--- src/rtl/cct_pkg.sv ---
package cct_pkg;
   localparam int unsigned ADDR_W = 8;
   localparam int unsigned PRE_W  = 3;
   localparam int unsigned IRQ_N  = 3;

   localparam logic [ADDR_W-1:0] A_CTRL  = 8'h00;
   localparam logic [ADDR_W-1:0] A_CNT   = 8'h04;
   localparam logic [ADDR_W-1:0] A_LOAD  = 8'h08;
   localparam logic [ADDR_W-1:0] A_TRIG  = 8'h0C;
   localparam logic [ADDR_W-1:0] A_MATCH = 8'h10;
   localparam logic [ADDR_W-1:0] A_CAPT  = 8'h14;
   localparam logic [ADDR_W-1:0] A_STAT  = 8'h18;
   localparam logic [ADDR_W-1:0] A_IEN   = 8'h1C;

   localparam int unsigned IRQ_MATCH = 0;
   localparam int unsigned IRQ_OVF   = 1;
   localparam int unsigned IRQ_CAP   = 2;

   typedef enum logic [1:0] {
      EDGE_NONE = 2'b00,
      EDGE_RISE = 2'b01,
      EDGE_FALL = 2'b10,
      EDGE_BOTH = 2'b11
   } edge_sel_e;

   typedef enum logic [1:0] {
      WAVE_OFF   = 2'd0,
      WAVE_OVF   = 2'd1,
      WAVE_OVFMT = 2'd2,
      WAVE_RSVD  = 2'd3
   } wave_pol_e;

   typedef struct packed {
      logic             out_dis;
      logic             cap_second;
      logic             toggle;
      wave_pol_e        wave_pol;
      edge_sel_e        edge_sel;
      logic             idle_hi;
      logic             cmp_en;
      logic             pre_en;
      logic [PRE_W-1:0] pre_val;
      logic             reload;
      logic             run;
   } ctrl_t;

   localparam int unsigned CTRL_W = $bits(ctrl_t);
endpackage

--- src/rtl/cct_prescaler.sv ---
module cct_prescaler #(
   parameter int unsigned DIV_W  = 3,
   parameter bit          ENABLE = 1'b1
) (
   input  logic             clk,
   input  logic             rst_n,
   input  logic             run,
   input  logic             pre_en,
   input  logic [DIV_W-1:0] pre_val,
   output logic             tick
);
   localparam int unsigned PC_W = 1 << DIV_W;

   generate
      if (ENABLE) begin : g_div
         logic [PC_W-1:0] pc_q;
         logic [PC_W:0]   lim;
         logic            wrap;

         always_comb begin
            lim  = ((PC_W+1)'(1) << (int'(pre_val) + 1)) - (PC_W+1)'(1);
            wrap = (pc_q == lim[PC_W-1:0]);
            tick = run & (~pre_en | wrap);
         end

         always_ff @(posedge clk or negedge rst_n) begin
            if (!rst_n)                       pc_q <= '0;
            else if (!run || !pre_en || wrap) pc_q <= '0;
            else                              pc_q <= pc_q + 1'b1;
         end
      end else begin : g_nodiv
         assign tick = run;
      end
   endgenerate
endmodule

--- src/rtl/cct_counter.sv ---
module cct_counter #(
   parameter int unsigned CNT_W = 32
) (
   input  logic             clk,
   input  logic             rst_n,
   input  logic             tick,
   input  logic             reload_en,
   input  logic             cmp_en,
   input  logic [CNT_W-1:0] load_val,
   input  logic [CNT_W-1:0] match_val,
   input  logic             cnt_wr,
   input  logic [CNT_W-1:0] cnt_wdata,
   input  logic             trig_wr,
   output logic [CNT_W-1:0] cnt,
   output logic             trig_pend,
   output logic             ovf_evt,
   output logic             match_evt,
   output logic             auto_stop
);
   logic [CNT_W-1:0] cnt_q, nxt;
   logic             trig_q, step, at_top;

   always_comb begin
      step   = tick & ~cnt_wr;
      at_top = (cnt_q == {CNT_W{1'b1}});
      if (trig_q)      nxt = load_val;
      else if (at_top) nxt = reload_en ? load_val : '0;
      else             nxt = cnt_q + 1'b1;
      ovf_evt   = step & ~trig_q & at_top;
      match_evt = step & cmp_en & (nxt == match_val);
      auto_stop = ovf_evt & ~reload_en;
   end

   always_ff @(posedge clk or negedge rst_n) begin
      if (!rst_n) begin
         cnt_q  <= '0;
         trig_q <= 1'b0;
      end else begin
         if (cnt_wr)    cnt_q <= cnt_wdata;
         else if (step) cnt_q <= nxt;
         trig_q <= trig_wr | (trig_q & ~step);
      end
   end

   assign cnt       = cnt_q;
   assign trig_pend = trig_q;
endmodule

--- src/rtl/cct_capture.sv ---
module cct_capture
   import cct_pkg::*;
#(
   parameter int unsigned CNT_W  = 32,
   parameter int unsigned SYNC_N = 2
) (
   input  logic             clk,
   input  logic             rst_n,
   input  logic             pin,
   input  edge_sel_e        edge_sel,
   input  logic             second_only,
   input  logic [CNT_W-1:0] cnt,
   output logic [CNT_W-1:0] cap_val,
   output logic             cap_evt
);
   logic [SYNC_N-1:0] sync_q;
   logic              prev_q, phase_q, lvl, rise, fall, hit;
   logic [CNT_W-1:0]  cap_q;

   generate
      for (genvar i = 0; i < SYNC_N; i++) begin : g_sync
         if (i == 0) begin : g_first
            always_ff @(posedge clk or negedge rst_n)
               if (!rst_n) sync_q[0] <= 1'b0;
               else        sync_q[0] <= pin;
         end else begin : g_next
            always_ff @(posedge clk or negedge rst_n)
               if (!rst_n) sync_q[i] <= 1'b0;
               else        sync_q[i] <= sync_q[i-1];
         end
      end
   endgenerate

   always_comb begin
      lvl  = sync_q[SYNC_N-1];
      rise = lvl & ~prev_q;
      fall = ~lvl & prev_q;
      unique case (edge_sel)
         EDGE_RISE: hit = rise;
         EDGE_FALL: hit = fall;
         EDGE_BOTH: hit = rise | fall;
         default:   hit = 1'b0;
      endcase
      cap_evt = hit & (~second_only | phase_q);
   end

   always_ff @(posedge clk or negedge rst_n) begin
      if (!rst_n) begin
         prev_q  <= 1'b0;
         phase_q <= 1'b0;
         cap_q   <= '0;
      end else begin
         prev_q <= lvl;
         if (!second_only) phase_q <= 1'b0;
         else if (hit)     phase_q <= ~phase_q;
         if (cap_evt) cap_q <= cnt;
      end
   end

   assign cap_val = cap_q;
endmodule

--- src/rtl/cct_waveform.sv ---
module cct_waveform
   import cct_pkg::*;
(
   input  logic      clk,
   input  logic      rst_n,
   input  logic      run,
   input  logic      idle_hi,
   input  logic      toggle,
   input  wave_pol_e pol,
   input  logic      ovf_evt,
   input  logic      match_evt,
   output logic      wave
);
   logic wave_q, ev, nxt;

   always_comb begin
      unique case (pol)
         WAVE_OVF:   ev = ovf_evt;
         WAVE_OVFMT: ev = ovf_evt | match_evt;
         default:    ev = 1'b0;
      endcase
      if (!run)        nxt = idle_hi;
      else if (toggle) nxt = wave_q ^ ev;
      else             nxt = idle_hi ^ ev;
   end

   always_ff @(posedge clk or negedge rst_n)
      if (!rst_n) wave_q <= 1'b0;
      else        wave_q <= nxt;

   assign wave = wave_q;
endmodule

--- src/rtl/cc_pwm_timer.sv ---
module cc_pwm_timer
   import cct_pkg::*;
#(
   parameter int unsigned CNT_W         = 32,
   parameter int unsigned DATA_W        = 32,
   parameter int unsigned SYNC_N        = 2,
   parameter bit          HAS_PRESCALER = 1'b1
) (
   input  logic              clk,
   input  logic              rst_n,
   input  logic              bus_sel,
   input  logic              bus_wr,
   input  logic [ADDR_W-1:0] bus_addr,
   input  logic [DATA_W-1:0] bus_wdata,
   output logic [DATA_W-1:0] bus_rdata,
   input  logic              cap_in,
   output logic              pwm_out,
   output logic              pwm_oe,
   output logic              irq
);
   generate
      if (CNT_W < 8 || CNT_W > DATA_W) begin : g_bad_cnt
         $error("CNT_W must lie between 8 and DATA_W");
      end
      if (DATA_W < CTRL_W) begin : g_bad_data
         $error("DATA_W too narrow for the control register");
      end
      if (SYNC_N < 2) begin : g_bad_sync
         $error("SYNC_N must be at least 2");
      end
   endgenerate

   ctrl_t            ctrl_q;
   logic [CNT_W-1:0] load_q, match_q, cnt_val, cap_val;
   logic [IRQ_N-1:0] sts_q, ien_q, sts_set, sts_clr;
   logic             wr, ctrl_wr, cnt_wr, trig_wr, sts_wr, stop_ack;
   logic             tick, trig_pend, ovf_evt, match_evt, auto_stop, cap_evt;
   logic             wave;

   always_comb begin
      wr       = bus_sel & bus_wr;
      ctrl_wr  = wr & (bus_addr == A_CTRL);
      cnt_wr   = wr & (bus_addr == A_CNT);
      trig_wr  = wr & (bus_addr == A_TRIG);
      sts_wr   = wr & (bus_addr == A_STAT);
      stop_ack = ctrl_wr & ctrl_q.run & ~bus_wdata[0];
      sts_set  = '0;
      sts_set[IRQ_MATCH] = match_evt;
      sts_set[IRQ_OVF]   = ovf_evt;
      sts_set[IRQ_CAP]   = cap_evt;
      sts_clr  = sts_wr ? bus_wdata[IRQ_N-1:0] : '0;
      if (stop_ack) sts_clr[IRQ_OVF] = 1'b1;
   end

   cct_prescaler #(.DIV_W(PRE_W), .ENABLE(HAS_PRESCALER)) u_pre (
      .clk(clk), .rst_n(rst_n), .run(ctrl_q.run), .pre_en(ctrl_q.pre_en),
      .pre_val(ctrl_q.pre_val), .tick(tick)
   );

   cct_counter #(.CNT_W(CNT_W)) u_cnt (
      .clk(clk), .rst_n(rst_n), .tick(tick), .reload_en(ctrl_q.reload),
      .cmp_en(ctrl_q.cmp_en), .load_val(load_q), .match_val(match_q),
      .cnt_wr(cnt_wr), .cnt_wdata(bus_wdata[CNT_W-1:0]), .trig_wr(trig_wr),
      .cnt(cnt_val), .trig_pend(trig_pend), .ovf_evt(ovf_evt),
      .match_evt(match_evt), .auto_stop(auto_stop)
   );

   cct_capture #(.CNT_W(CNT_W), .SYNC_N(SYNC_N)) u_cap (
      .clk(clk), .rst_n(rst_n), .pin(cap_in), .edge_sel(ctrl_q.edge_sel),
      .second_only(ctrl_q.cap_second), .cnt(cnt_val), .cap_val(cap_val),
      .cap_evt(cap_evt)
   );

   cct_waveform u_wave (
      .clk(clk), .rst_n(rst_n), .run(ctrl_q.run), .idle_hi(ctrl_q.idle_hi),
      .toggle(ctrl_q.toggle), .pol(ctrl_q.wave_pol), .ovf_evt(ovf_evt),
      .match_evt(match_evt), .wave(wave)
   );

   always_ff @(posedge clk or negedge rst_n) begin
      if (!rst_n) begin
         ctrl_q  <= '0;
         load_q  <= '0;
         match_q <= '0;
         sts_q   <= '0;
         ien_q   <= '0;
      end else begin
         if (ctrl_wr)        ctrl_q     <= ctrl_t'(bus_wdata[CTRL_W-1:0]);
         else if (auto_stop) ctrl_q.run <= 1'b0;
         if (wr && bus_addr == A_LOAD)  load_q  <= bus_wdata[CNT_W-1:0];
         if (wr && bus_addr == A_MATCH) match_q <= bus_wdata[CNT_W-1:0];
         if (wr && bus_addr == A_IEN)   ien_q   <= bus_wdata[IRQ_N-1:0];
         sts_q <= (sts_q & ~sts_clr) | sts_set;
      end
   end

   always_comb begin
      bus_rdata = '0;
      unique case (bus_addr)
         A_CTRL:  bus_rdata = DATA_W'(ctrl_q);
         A_CNT:   bus_rdata = DATA_W'(cnt_val);
         A_LOAD:  bus_rdata = DATA_W'(load_q);
         A_MATCH: bus_rdata = DATA_W'(match_q);
         A_CAPT:  bus_rdata = DATA_W'(cap_val);
         A_STAT:  bus_rdata = DATA_W'(sts_q);
         A_IEN:   bus_rdata = DATA_W'(ien_q);
         default: bus_rdata = '0;
      endcase
   end

   assign pwm_out = wave;
   assign pwm_oe  = ~ctrl_q.out_dis;
   assign irq     = |(sts_q & ien_q);
endmodule

--- config.mk ---
export PLATFORM = sky130hd
export DESIGN_NAME = cc_pwm_timer
export DESIGN_NICKNAME = d
export VERILOG_FILES = /design/src/rtl/cct_pkg.sv /design/src/rtl/cct_prescaler.sv /design/src/rtl/cct_counter.sv /design/src/rtl/cct_capture.sv /design/src/rtl/cct_waveform.sv /design/src/rtl/cc_pwm_timer.sv
export SDC_FILE = /design/constraint.sdc
export NUM_CORES = 1
export LEC_CHECK = 0
export CORE_ASPECT_RATIO = 0.5
export CORE_MARGIN = 2
export CORE_UTILIZATION = 45
export DETAILED_ROUTE_END_ITERATION = 8
export GPL_TIMING_DRIVEN = 0
export SLEW_MARGIN = 0
export SYNTH_ARGS = -nofsm -noshare
export SYNTH_HDL_FRONTEND = slang
export SYNTH_SLANG_ARGS = --single-unit
--- constraint.sdc ---
create_clock -name clk -period 4.7 [get_ports clk]
set_input_delay 1.41 -clock clk [delete_from_list [all_inputs] [get_ports clk]]
set_output_delay 1.41 -clock clk [all_outputs]
set_load 0.01 [all_outputs]
* Word-level counts from Yosys, hierarchy flattened
Index checks and enable logic that the tools add are counted.
** Word-level totals
- Word-level logic and storage cells :: 113
- Memory bits (read-only) :: 0
- Bits in writable memories :: 0
- Bits in registers :: 163
- Memories kept :: 0
- Bits in latches :: 0
** Cells by class
- Reduce and logical (&&, ||, !) cells :: 11
- Bitwise logic cells :: 40
- Shift-type cells :: 1
- Div/mod/pow operators :: 0
- $mul :: 0
- $add $sub $neg :: 4
- $lt $le $gt $ge :: 0
- Multiplexer cells :: 17
- Eq/ne operators :: 16
** Operator list (number)
- one-hot mux 32 bit (7 select lines) :: 1
- 2-to-1 mux 32 bit :: 5
- adder 32 x 1 -> 32 bit (second input constant) :: 1
- equality test 32 bit :: 1
- equality test 32 bit (second input constant) :: 1
- equality test 8 x 5 -> 1 bit (second input constant) :: 4
- << shifter 1 x 32 -> 8 bit (first input constant) :: 1
- bitwise AND 1 bit :: 18
- equality test 8 x 4 -> 1 bit (second input constant) :: 2
- NOT 1 bit :: 11
- adder 8 x 1 -> 8 bit (second input constant) :: 1
- equality test 8 x 3 -> 1 bit (second input constant) :: 1
- equality test 8 bit :: 1
- logical NOT 8 bit :: 1
- 2-to-1 mux 8 bit :: 1
- subtractor 8 x 2 -> 8 bit (second input constant) :: 1
- 2-to-1 mux 1 bit :: 7
- bitwise AND 3 bit :: 2
- equality test 2 bit (second input constant) :: 3
- OR 1 bit :: 5
- adder 3 x 1 -> 4 bit (second input constant) :: 1
- equality test 2 x 1 -> 1 bit (second input constant) :: 2
- nonzero test 2 bit :: 2
- logical AND 1 bit :: 3
- 10 further kinds :: 13

* Logic depth before layout (Yosys ltp)
- Depth after elaboration :: 14
- Depth in mapped cells :: 14
- Gate-level depth less buffers :: 12

* Modules after synthesis
From an unflattened synthesis, not the netlist that was laid out.
** Second synthesis, totals
- Cells, all modules :: 1001
- Area total of the unflattened synthesis :: 10291.1 um^2
** By module, submodules not included
- cc_pwm_timer :: area each 4633.2 um^2, times used 1, seq. area each 2127.0 um^2, cells an instance 383
- cct_counter :: area each 3418.3 um^2, times used 1, seq. area each 825.8 um^2, cells an instance 438
- cct_capture :: area each 1400.1 um^2, times used 1, seq. area each 900.9 um^2, cells an instance 84
- cct_prescaler :: area each 704.4 um^2, times used 1, seq. area each 200.2 um^2, cells an instance 80
- cct_waveform :: area each 135.1 um^2, times used 1, seq. area each 25.0 um^2, cells an instance 16

* Least setup slack after synthesis
OpenSTA, ideal clock, no wires.
- Path kind :: input port to output port
- From :: input port bus_addr[1]
- To :: output port bus_rdata[11]
- Path buffers :: 1
- Data required time :: 3290 ps
- Slack :: 705 ps
- Cell stages on the path :: 6
- Arrival time :: 2585 ps
- Path through :: nor3b_1 > nand2b_1 > nor2_1 > clkbuf_1 > a22oi_1 > nand3_1
** Between the ends
- Longest elaborated chain between the ends :: 2
- Elaborated cells on any way between the ends :: 8
** RTL lines
- from (decl) :: RTL line cc_pwm_timer.sv:13 : input logic [ADDR_W-1:0] bus_addr,
- equality test 8 x 5 -> 1 bit, or another cell as far along :: RTL line cc_pwm_timer.sv:99 : unique case (bus_addr)
- one-hot mux 32 bit (7 select lines) (*) :: RTL line cc_pwm_timer.sv:99
- to (decl) :: RTL line cc_pwm_timer.sv:15 : output logic [DATA_W-1:0] bus_rdata,
Every way passes the cells marked *; elsewhere a longest branch is shown, timed or not.

* Worst setup path in the final report
- From :: register u_cnt.cnt_q[0], in the netlist u_cnt.cnt[0]
- To :: register u_wave.wave_q, in the netlist u_wave.wave
** Between the ends
- Longest elaborated chain between the ends :: 10
- Elaborated cells on any way between the ends :: 13
** RTL lines
- from (decl) :: RTL line cct_counter.sv:20 : logic [CNT_W-1:0] cnt_q, nxt;
- from (signal assigned) :: RTL line cct_counter.sv:39 : if (cnt_wr) cnt_q <= cnt_wdata;
- from (signal assigned) :: RTL line cct_counter.sv:40 : else if (step) cnt_q <= nxt;
- adder 32 x 1 -> 32 bit or equality test 32 bit (tied branches) :: RTL line cct_counter.sv:28, cct_counter.sv:25
- 2-to-1 mux 32 bit :: RTL line cct_counter.sv:27 : else if (at_top) nxt = reload_en ? load_val : '0;
- 2-to-1 mux 32 bit :: RTL line cct_counter.sv:26 : if (trig_q) nxt = load_val;
- equality test 32 bit :: RTL line cct_counter.sv:30 : match_evt = step & cmp_en & (nxt == match_val);
- bitwise AND 1 bit :: RTL line cct_counter.sv:30
- OR 1 bit :: RTL line cct_waveform.sv:19 : WAVE_OVFMT: ev = ovf_evt | match_evt;
- one-hot mux 1 bit (2 select lines) (*) :: RTL line cct_waveform.sv:17 : unique case (pol)
- bitwise XOR 1 bit (on tied branches) :: RTL line cct_waveform.sv:24, cct_waveform.sv:23
- 2-to-1 mux 1 bit (*) :: RTL line cct_waveform.sv:23 : else if (toggle) nxt = wave_q ^ ev;
- 2-to-1 mux 1 bit (*) :: RTL line cct_waveform.sv:22 : if (!run) nxt = idle_hi;
- named net u_wave.nxt :: RTL line cct_waveform.sv:14 : logic wave_q, ev, nxt;
- to (signal assigned) :: RTL line cct_waveform.sv:29 : else wave_q <= nxt;
- to (decl) :: RTL line cct_waveform.sv:14
The timed path passes the listed nets; every way through them passes the cells marked *.
A chain may end at the register's enable or synchronous reset.

==> metrics.csv <==
stage;metric;value;unit
hold_path;hold_path_class;flip-flop to flip-flop;
grt;grt_max_degree;108;
grt;top_usage_layer;met1;
grt;grt_pass1_vias;8219;
critical_path;critical_path_peak_fanout;10;
cts;cts_root_buffer;clkbuf_16;
placed_design;dp_hpwl;23.11;mm
yosys;async_flop_share;1.000;
yosys;synth_seq_cells;163;
timing;slew_headroom;0.3345;
cts;ctsHoldBuffers;0;
flow_run;maxCapViolCount;0;
yosys;seq_area_frac_synth;0.4334;
detailed_routing;route.detailed.drc;0;
grt;grtUsageTotal;0.3066;
cts;cts-buffers-inserted;17;
cts;worstSkewPairLatency;450;ps
power_and_ir_drop;total_switching_power;861.0;µW
timing;rsz0062_at_grt;false;
cts;cts_tree;yes;
grt;use_met2;0.4224;
die;dieWidth;208.5;µm
timing;min_period_over_period;0.9870;
timing;setup_tns;0;ps
die;die_h;106.3;µm
critical_path;end_kind;flip-flop;
critical_path;rrSetupSlack;60;ps
detailed_routing;detail_route.first_pass.iterations;6;
die;fp.coreArea;0.02051;mm²
finish;layout-drive-gt1-share;0.2094;
critical_path;slowest_delay;570;ps
detailed_routing;drt_iter0_drc;1087;
timing;max_slew.worst_pin.slew;998.3;ps
status;outcome;finished, final reports clean;
detailed_routing;vias;8420;
power_and_ir_drop;irDropWorstVdd;0.0001720;V
cts;h-tree-depth;4;
finish;fillCellCount;1812;
grt;grt_pass1_wl;50.46;mm
cts;cts_buffer_depth;2;
finish;syn2layout_area_growth;24.35;%
finish;seq_area;0.004079;mm²
timing;period_minus_slack;4639;ps
power_and_ir_drop;power.share.sequential;0.459;
yosys;netlist_instances;955;
critical_path;crit_required;5020;ps
placed_design;portBuffers;79;
die;start_util;0.4589;
timing;hold_viol;0;
detailed_routing;wl;32.77;mm
power_and_ir_drop;internal_power;2451;µW
finish;multi_input_area;0.005076;mm²
critical_path;slowest_stage;dfrtp_1;
timing;setup_viol;0;
critical_path;crit_arrival;4960;ps
grt;met1_usage;0.4737;
finish;most-common-layout-cells;dfrtp_1 (163), mux2_2 (111), nand2_1 (104);
grt;grtUsageMet3;0.06942;
die;core.rowCount;37;
power_and_ir_drop;p_leak;0.005482;µW
detailed_routing;wl_per_cell;24.15;µm
yosys;synth_nets;1007;
power_and_ir_drop;combPwrFrac;0.113;
grt;globalRoute.totalOverflow;0;
detailed_routing;avgViaCountPerCell;6.205;
power_and_ir_drop;pwr-share-clk;0.428;
yosys;ys_warn_count;0;
power_and_ir_drop;powerDensity;283.0;mW/mm²
critical_path;cp_cell_sequence;ha_2, nand4_1, nor4_4, a31o_2, buf_2, clkbuf_4, a22oi_1, xnor2_1, nor4_2, nand4_1, nor4_4, mux2i_1, or3_1;
yosys;synth_ff_type;dfrtp_1;
finish;final_common_cell;dfrtp_1;
cts;clock_sinks;163;
yosys;synth-edff-count;0;
timing;finalClockSkew;10.18;ps
yosys;avgSynthCellArea;9.855;µm²
finish;num-nets-final;1123;
power_and_ir_drop;swShare;0.2600;
critical_path;setup.worst_path.start_class;flip-flop;
yosys;ys_types;70;
die;dieArea;0.02216;mm²
cts;clk_pin_slew;60;ps
finish;diodes;0;
power_and_ir_drop;power;3312;µW
critical_path;crit_type;flip-flop to flip-flop;
placed_design;place_congestion;0.9520;
detailed_routing;drtAntennaViolNets;0;
yosys;netlist_area;0.009412;mm²
die;pin_count;80;
timing;drv_slew;0;
timing;max_freq;215.6;MHz
grt;antenna_found_initial;0;
cell usage after synthesis (9+ instances only):
cell type / count / area [µm²]
nand2_1: 105 / 394.1
o21ai_0: 51 / 255.2
clkbuf_1: 50 / 187.7
nand3_1: 33 / 165.2
a22oi_1: 71 / 533.0
nand4_1: 14 / 87.58
xnor2_1: 37 / 324.1
nor4_1: 9 / 56.30
a222oi_1: 12 / 120.1
nor2_1: 50 / 187.7
dfrtp_1: 163 / 4079
and3_1: 9 / 56.30
nor3_1: 20 / 100.1
mux2i_1: 12 / 120.1
mux2_2: 111 / 1250
inv_1: 25 / 93.84
xor2_1: 18 / 157.7
buf_2: 14 / 70.07
o211ai_1: 9 / 67.56
a21oi_1: 30 / 150.1
final cells by class:
type,instances,area share
inverters,25,0.008018
well taps,273,0.02919
repair buffers,97,0.08456
clock buffers,25,0.04233
plain buffers,70,0.04533
clock inverters,7,0.008339
multi-input cells,697,0.4337
flip-flops and latches,163,0.3485
registers in the layout (all words and copies together) (netlist names):
signal / cells
u_cap.cap_val: 32
u_cnt.cnt: 32
u_cnt.trig_pend: 1
sts_q: 3
u_cap.lvl: 1
ien_q: 3
u_pre.g_div.pc_q: 8
u_cap.prev_q: 1
u_cap.phase_q: 1
ctrl_q: 15
u_cap.sync_q: 1
load_q: 32
u_wave.wave: 1
match_q: 32
layer usage:
metal | wire length, µm | share of wire | vias up
li1 | - | - | 3730
met5 | 0 | 0 | -
met4 | 639 | 0.020 | 0
met1 | 15560 | 0.47 | 4231
met2 | 13100 | 0.40 | 409
met3 | 3467 | 0.11 | 50
worst max-delay path, delay by kind of cell (launching register included):
family                   cells  cell delay [ps]
adder cells (fa/ha/maj)      1              360
flip-flops                   1              570
AO/OA/AOI/OAI                2              430
AND/OR/NAND/NOR              6             2090
XOR/XNOR                     1              220
multiplexers                 1              160
buffers and inverters        2              660
cell families (layout without fill, tap and decap cells):
kind of cell / Yosys count / in the layout / share of synthesized area
other: 1 / 1 / 0.0003984
xor gates and xnor gates: 56 / 56 / 0.05291
and+or+nand+nor: 284 / 284 / 0.1498
DFF: 163 / 163 / 0.4334
adders and majority gates: 7 / 7 / 0.009306
buffers and inverters: 95 / 224 / 0.04108
AOI/OAI and AO/OA: 226 / 226 / 0.1675
muxes: 123 / 123 / 0.1456
what timing repair did:
| action | in CTS | in global routing |
|---|---|---|
| cloned | 2 | 0 |
| endpoints found under the setup margin | 34 | 32 |
| pin swaps | 10 | 7 |
| setup buffers | 11 | 4 |
| resized for setup | 98 | 27 |
per-stage QoR:
| stage | area [µm²] | util | hold WS, ps | setup WS [ps] | cells |
|---|---|---|---|---|---|
| after floorplan | 9412 | - | 331.2 | 704.6 | 955 |
| after global placement | 10540 | 0.5141 | 331.5 | -4599 | 1307 |
| after detailed placement | 10580 | 0.5157 | 334.7 | -1173 | 1308 |
| after CTS | 11610 | 0.5661 | 349.4 | -234.4 | 1353 |
| after global routing | 11700 | 0.5707 | 356.0 | 13.00 | 1357 |
| final | 11700 | 0.5707 | 348.2 | 61.25 | 1357 |
power by group through the flow:
stage / combinational [µW] / sequential, µW / clock [µW]
6_report: 374 / 1520 / 1420
5_1_grt: 405 / 1530 / 1490
4_1_cts: 357 / 1520 / 1440
3_5_place_dp: 343 / 1540 / 0
3_3_place_gp: 336 / 1540 / 0
2_1_floorplan: 190 / 1520 / 0
final timing paths:
check / start / endpoint / cells past startpoint
max: u_cnt.cnt[0] / u_wave.wave / 13
min: u_cap.sync_q[0] / u_cap.lvl / 0
max reg2reg: u_cnt.cnt[0] / u_wave.wave / 13
min reg2reg: u_cap.sync_q[0] / u_cap.lvl / 0
max in group asynchronous: rst_n / u_cnt.cnt[0] / 2
min in group asynchronous: rst_n / u_cap.sync_q[0] / 1
Note: power is estimated with default switching activity, not from simulation.
